### config.mk
export PLATFORM = sky130hd
export DESIGN_NAME = keyscan_irq
export DESIGN_NICKNAME = d
export VERILOG_FILES = /design/src/rtl/keyscan_pkg.sv /design/src/rtl/keyscan_rst_sync.sv /design/src/rtl/keyscan_sync.sv /design/src/rtl/keyscan_regs.sv /design/src/rtl/keyscan_detect.sv /design/src/rtl/keyscan_irq.sv
export SDC_FILE = /design/constraint.sdc
export NUM_CORES = 1
export LEC_CHECK = 0
export CAP_MARGIN = 20
export CORE_UTILIZATION = 49
export CTS_CLUSTER_DIAMETER = 200
export DETAILED_ROUTE_END_ITERATION = 8
export PLACE_DENSITY = 0.77
export SLEW_MARGIN = 20
export SYNTH_ARGS = -nofsm -noshare
export SYNTH_HDL_FRONTEND = slang
export SYNTH_SLANG_ARGS = --single-unit
### constraint.sdc
create_clock -name clk -period 1.52 [get_ports clk]
set_input_delay 0.152 -clock clk [delete_from_list [all_inputs] [get_ports clk]]
set_output_delay 0.152 -clock clk [all_outputs]
set_load 0.03 [all_outputs]
### src/rtl/keyscan_pkg.sv
package keyscan_pkg;
  localparam int unsigned ADDR_W = 2;

  localparam logic [ADDR_W-1:0] A_CTRL = 2'd0;
  localparam logic [ADDR_W-1:0] A_PEN  = 2'd1;
  localparam logic [ADDR_W-1:0] A_POL  = 2'd2;

  localparam int unsigned B_MODE = 0;
  localparam int unsigned B_IEN  = 1;
  localparam int unsigned B_ACK  = 2;
  localparam int unsigned B_FLAG = 3;

  typedef struct packed {
    logic irq_en;
    logic lvl_mode;
  } ctrl_t;
endpackage

### src/rtl/keyscan_rst_sync.sv
module keyscan_rst_sync #(
  parameter int unsigned STAGES = 2
) (
  input  logic clk,
  input  logic arst_n,
  output logic rst_n_o
);
  logic [STAGES-1:0] chain_q;
  logic [STAGES-1:0] chain_d;

  always_comb begin
    chain_d = {chain_q[STAGES-2:0], 1'b1};
  end

  always_ff @(posedge clk or negedge arst_n) begin
    if (!arst_n) chain_q <= '0;
    else         chain_q <= chain_d;
  end

  assign rst_n_o = chain_q[STAGES-1];
endmodule

### src/rtl/keyscan_sync.sv
module keyscan_sync #(
  parameter int unsigned WIDTH  = 8,
  parameter int unsigned STAGES = 2
) (
  input  logic             clk,
  input  logic             rst_n,
  input  logic [WIDTH-1:0] din,
  output logic [WIDTH-1:0] dout
);
  logic [STAGES-1:0][WIDTH-1:0] chain_q;
  logic [STAGES-1:0][WIDTH-1:0] chain_d;

  always_comb begin
    chain_d = {chain_q[STAGES-2:0], din};
  end

  always_ff @(posedge clk or negedge rst_n) begin
    if (!rst_n) chain_q <= '0;
    else        chain_q <= chain_d;
  end

  assign dout = chain_q[STAGES-1];
endmodule

### src/rtl/keyscan_regs.sv
module keyscan_regs
  import keyscan_pkg::*;
#(
  parameter int unsigned NUM_PINS = 8,
  parameter int unsigned DATA_W   = 8
) (
  input  logic                clk,
  input  logic                rst_n,
  input  logic [ADDR_W-1:0]   addr,
  input  logic                we,
  input  logic [DATA_W-1:0]   wdata,
  input  logic                flag_i,
  output logic [DATA_W-1:0]   rdata,
  output logic [NUM_PINS-1:0] pin_en,
  output logic [NUM_PINS-1:0] pin_pol,
  output logic                irq_en,
  output logic                lvl_mode,
  output logic                ack_pulse
);
  ctrl_t               ctrl_q, ctrl_d;
  logic [NUM_PINS-1:0] pen_q, pen_d;
  logic [NUM_PINS-1:0] pol_q, pol_d;
  logic                wr_ctrl, wr_pen, wr_pol;

  // write decode and next-state values
  always_comb begin
    wr_ctrl = we && (addr == A_CTRL);
    wr_pen  = we && (addr == A_PEN);
    wr_pol  = we && (addr == A_POL);
    ctrl_d.irq_en   = wdata[B_IEN];
    ctrl_d.lvl_mode = wdata[B_MODE];
    pen_d = wdata[NUM_PINS-1:0];
    pol_d = wdata[NUM_PINS-1:0];
  end

  always_ff @(posedge clk or negedge rst_n) begin
    if (!rst_n) begin
      ctrl_q <= '0;
      pen_q  <= '0;
      pol_q  <= '0;
    end else begin
      if (wr_ctrl) ctrl_q <= ctrl_d;
      if (wr_pen)  pen_q  <= pen_d;
      if (wr_pol)  pol_q  <= pol_d;
    end
  end

  // read path: combinational, unused bits zero
  always_comb begin
    rdata = '0;
    case (addr)
      A_CTRL: begin
        rdata[B_FLAG] = flag_i;
        rdata[B_IEN]  = ctrl_q.irq_en;
        rdata[B_MODE] = ctrl_q.lvl_mode;
      end
      A_PEN:   rdata[NUM_PINS-1:0] = pen_q;
      A_POL:   rdata[NUM_PINS-1:0] = pol_q;
      default: rdata = '0;
    endcase
  end

  assign ack_pulse = wr_ctrl && wdata[B_ACK];
  assign pin_en    = pen_q;
  assign pin_pol   = pol_q;
  assign irq_en    = ctrl_q.irq_en;
  assign lvl_mode  = ctrl_q.lvl_mode;
endmodule

### src/rtl/keyscan_detect.sv
module keyscan_detect #(
  parameter int unsigned NUM_PINS = 8
) (
  input  logic                clk,
  input  logic                rst_n,
  input  logic [NUM_PINS-1:0] pins_sync,
  input  logic [NUM_PINS-1:0] pin_en,
  input  logic [NUM_PINS-1:0] pin_pol,
  input  logic                lvl_mode,
  input  logic                ack,
  output logic                flag,
  output logic                comb_line,
  output logic                set_evt
);
  logic [NUM_PINS-1:0] active;
  logic                line_q;
  logic                flag_q, flag_d;
  logic                edge_evt;

  // per-pin: polarity fold, then enable mask
  for (genvar p = 0; p < NUM_PINS; p++) begin : g_pin
    assign active[p] = pin_en[p] & (pins_sync[p] ^ ~pin_pol[p]);
  end

  assign comb_line = |active;
  assign edge_evt  = comb_line & ~line_q;
  assign set_evt   = edge_evt | (lvl_mode & comb_line);

  always_comb begin
    flag_d = flag_q;
    if (set_evt)  flag_d = 1'b1;
    else if (ack) flag_d = 1'b0;
  end

  // line_q resets high: an asserted line at reset is not an edge
  always_ff @(posedge clk or negedge rst_n) begin
    if (!rst_n) begin
      line_q <= 1'b1;
      flag_q <= 1'b0;
    end else begin
      line_q <= comb_line;
      flag_q <= flag_d;
    end
  end

  assign flag = flag_q;
endmodule

### src/rtl/keyscan_irq.sv
module keyscan_irq
  import keyscan_pkg::*;
#(
  parameter int unsigned NUM_PINS    = 8,
  parameter int unsigned DATA_W      = 8,
  parameter int unsigned SYNC_STAGES = 2,
  parameter int unsigned RST_STAGES  = 2
) (
  input  logic                clk,
  input  logic                rst_n,
  input  logic [ADDR_W-1:0]   bus_addr,
  input  logic                bus_we,
  input  logic [DATA_W-1:0]   bus_wdata,
  output logic [DATA_W-1:0]   bus_rdata,
  input  logic [NUM_PINS-1:0] pins_in,
  output logic                flag_o,
  output logic                irq_o
);
  logic                rst_n_int;
  logic [NUM_PINS-1:0] pins_sync;
  logic [NUM_PINS-1:0] pin_en, pin_pol;
  logic                irq_en, lvl_mode, ack_pulse;
  logic                comb_line, set_evt;

  keyscan_rst_sync #(.STAGES(RST_STAGES)) u_rst (
    .clk     (clk),
    .arst_n  (rst_n),
    .rst_n_o (rst_n_int)
  );

  keyscan_sync #(.WIDTH(NUM_PINS), .STAGES(SYNC_STAGES)) u_sync (
    .clk   (clk),
    .rst_n (rst_n_int),
    .din   (pins_in),
    .dout  (pins_sync)
  );

  keyscan_regs #(.NUM_PINS(NUM_PINS), .DATA_W(DATA_W)) u_regs (
    .clk       (clk),
    .rst_n     (rst_n_int),
    .addr      (bus_addr),
    .we        (bus_we),
    .wdata     (bus_wdata),
    .flag_i    (flag_o),
    .rdata     (bus_rdata),
    .pin_en    (pin_en),
    .pin_pol   (pin_pol),
    .irq_en    (irq_en),
    .lvl_mode  (lvl_mode),
    .ack_pulse (ack_pulse)
  );

  keyscan_detect #(.NUM_PINS(NUM_PINS)) u_det (
    .clk       (clk),
    .rst_n     (rst_n_int),
    .pins_sync (pins_sync),
    .pin_en    (pin_en),
    .pin_pol   (pin_pol),
    .lvl_mode  (lvl_mode),
    .ack       (ack_pulse),
    .flag      (flag_o),
    .comb_line (comb_line),
    .set_evt   (set_evt)
  );

  assign irq_o = flag_o & irq_en;
endmodule

==> flow_summary.ini <==
[sta]
slew_violations = 0
rsz0062_at_grt = true
setup_viol = 0
hold_slack_ns = 0.186
timing.final.crit_period_ns = 1.52
finClkSkew_ns = 0.00742
clock.fmax_mhz = 660
final_hold_viol_count = 0
tns_ns = 0
fin_crit_sh_pct = 99.7

[setup_path]
end_kind = output port
regToRegEndpoint = u_det.flag$_DFFE_PN0P_
crit_fanout = 3
crit_path_start_kind = register
rr_worst_depth = 5
cp.arrival_ns = 1.36
crit_type = reg2out
crit_path_end = bus_rdata[0]
crit_start = u_regs.lvl_mode$_DFFE_PN0N_
worstPathRequired_ns = 1.37
r2r_start = u_regs.pin_pol[1]$_DFFE_PN0P_
r2r_slack_ns = 0.14

[final_layout]
area_delta_synth_final_pct = 38.7
fin_util_pct = 73.2
fin_nets = 178
final_cell_mix = dfrtp_1, buf_4, mux2_2, clkdlybuf4s50_1, a22oi_1
drive_gt1_share_pct = 37.0
stdcell_count = 185
final_common_cell = dfrtp_1
n_antenna_cell = 0

[drt]
drtPass1Iterations = 6
drtIter0Drc = 68
drcViolationCount = 3
wire_per_inst_um = 15.9
drtAntennaViolNets = 0
vias = 977
vias_per_cell = 5.28
postRouteWirelength_um = 2950

[placed_design]
routabilityCongestion = 0.786
place.port_buffers = 30
place_hpwl_um = 2160
dp_cells = 176

[synth]
syn_area_sq_um = 1480
synth-xor-area-share_pct = 4.73
synth-edff-count = 0
muxShareOfSynthArea_pct = 13.7
synth_top_area_share_pct = 62.6
yosys.area_share.adder_pct = 3.38
async_flop_share_pct = 100
synth_nets = 126
synth.ff_latch_count = 38
yosysTopAreaCell = dfrtp_1
syn_inst = 101
ys.flop_type = dfrtp_1
yosys.area_share.simple_pct = 5.24
yosysSeqAreaShare_pct = 64.3
avgSynthCellArea_sq_um = 14.7
netlist_top_cells_area = dfrtp_1, mux2_2, xnor2_1, a22oi_1, ha_1
synthDistinctLibCells = 18
synth_compound_area_share_pct = 7.19
yosys_warnings = 0
synth_top_family_by_area = multiplexers

[clock_tree]
clock-sinks = 38
clk_path_buf_depth = 2
post_cts_buffers = 0
cts_tree = yes
clk_pin_slew_ns = 0.11
clkLatencyLatePin_ns = 0.34
htreeDepth = 2
root_buffer = clkbuf_4
cts_buffers = 5

[grt]
grt_use_total_pct = 20.9
grt_pass1_wl_um = 4890
grt_overflow = 0
grt_max_degree = 28
antenna_found_initial = 0
grt_pass1_vias = 1037

[run_status]
violations = DRC
outcome = finished, violations left

[power]
peakVddDrop_uv = 765
leakage_nw = 0.904
p_per_area_nw_per_um2 = 1280
power_mw = 2.63

[floorplanning]
die_h_um = 57.0
coreArea_sq_um = 2810
die_area_sq_um = 3240
row_count = 19
start_util_pct = 52.8
ios = 31
die_x_um = 57.0

[worst_hold_path]
hp-class = reg2async

[job]
cap_violations = 0
registers in the layout, summed over array words and instances (netlist names):
signal           count
u_det.flag           1
u_det.line_q         1
u_regs.irq_en        1
u_regs.lvl_mode      1
u_regs.pin_en        8
u_regs.pin_pol       8
u_rst.chain_q        2
u_sync.chain_d       8
u_sync.dout          8
per-layer routing:
metal	track usage, %	vias up	routed length [um]
met2	33.9	28	1530
li1	-	465	-
met3	4.76	4	124
met5	0	-	0
met4	10.8	0	39
met1	26.4	480	1250
synthesized netlist by cell type (all sizes together), types with 2 or more instances:
master,count
dfrtp,37
mux2,18
a22oi,9
xnor2,8
nor2b,5
ha,4
a222oi,3
nand2,3
nor2,3
buf,2
inv,2
per-stage QoR:
stage               cell area [sq um]  worst slack [ns]
floorplan                        1480             0.290
global placement                 1930            -0.579
detailed placement               1930            -0.693
CTS                              2060           -0.0220
global route                     2050           -0.0182
finish                           2050           0.00433
final cells by class:
type | instances | area [sq um]
Sequential cell | 38 | 952
Fill cell | 195 | 752
Multi-Input combinational cell | 59 | 538
Timing Repair Buffer | 47 | 405
Clock inverter | 2 | 60.1
Clock buffer | 6 | 51.3
Tap cell | 31 | 38.8
Inverter | 2 | 7.51
critical path: stages (launching register included):
cell      delay [ns]
dfrtp_1         0.41
a222oi_1        0.36
nor2_1          0.08
buf_4           0.18
how the worst min path moves through the flow:
stage,start,endpoint
6_report,u_rst.chain_q[1]$_DFF_PN0_,u_regs.pin_en[3]$_DFFE_PN0P_
3_5_place_dp,u_rst.chain_q[1]$_DFF_PN0_,u_sync.dout[3]$_DFF_PN0_
3_3_place_gp,u_rst.chain_q[1]$_DFF_PN0_,u_sync.chain_d[9]$_DFF_PN0_
2_1_floorplan,rst_n,u_rst.chain_q[0]$_DFF_PN0_
4_1_cts,u_rst.chain_q[1]$_DFF_PN0_,u_regs.pin_pol[3]$_DFFE_PN0P_
5_1_grt,u_rst.chain_q[1]$_DFF_PN0_,u_sync.dout[1]$_DFF_PN0_
kinds of logic (layout without fill, tap and decap cells):
group / count (synthesis) / count (layout)
mux: 18 / 18
fa+ha+maj: 4 / 4
flops: 38 / 38
other cells: 1 / 1
xor+xnor: 8 / 8
buf+inv: 4 / 57
simple gates: 15 / 15
compound gates: 13 / 13
power breakdown:
part           internal [mW]  total [mW]  switching (mW)
logic                  0.287       0.521           0.234
clock network          0.557       0.877           0.320
registers               1.14        1.23          0.0905
total                   1.98        2.63           0.644
what timing repair did:
| item | CTS | global route |
|---|---|---|
| setup endpoints to repair | 18 | 5 |
| pin swaps | 1 | 3 |
| endpoints found under the hold margin | 2 | 0 |
| hold buffers | 1 | 0 |
| gates resized for setup | 28 | 2 |
(Power assumes the default switching activity.)
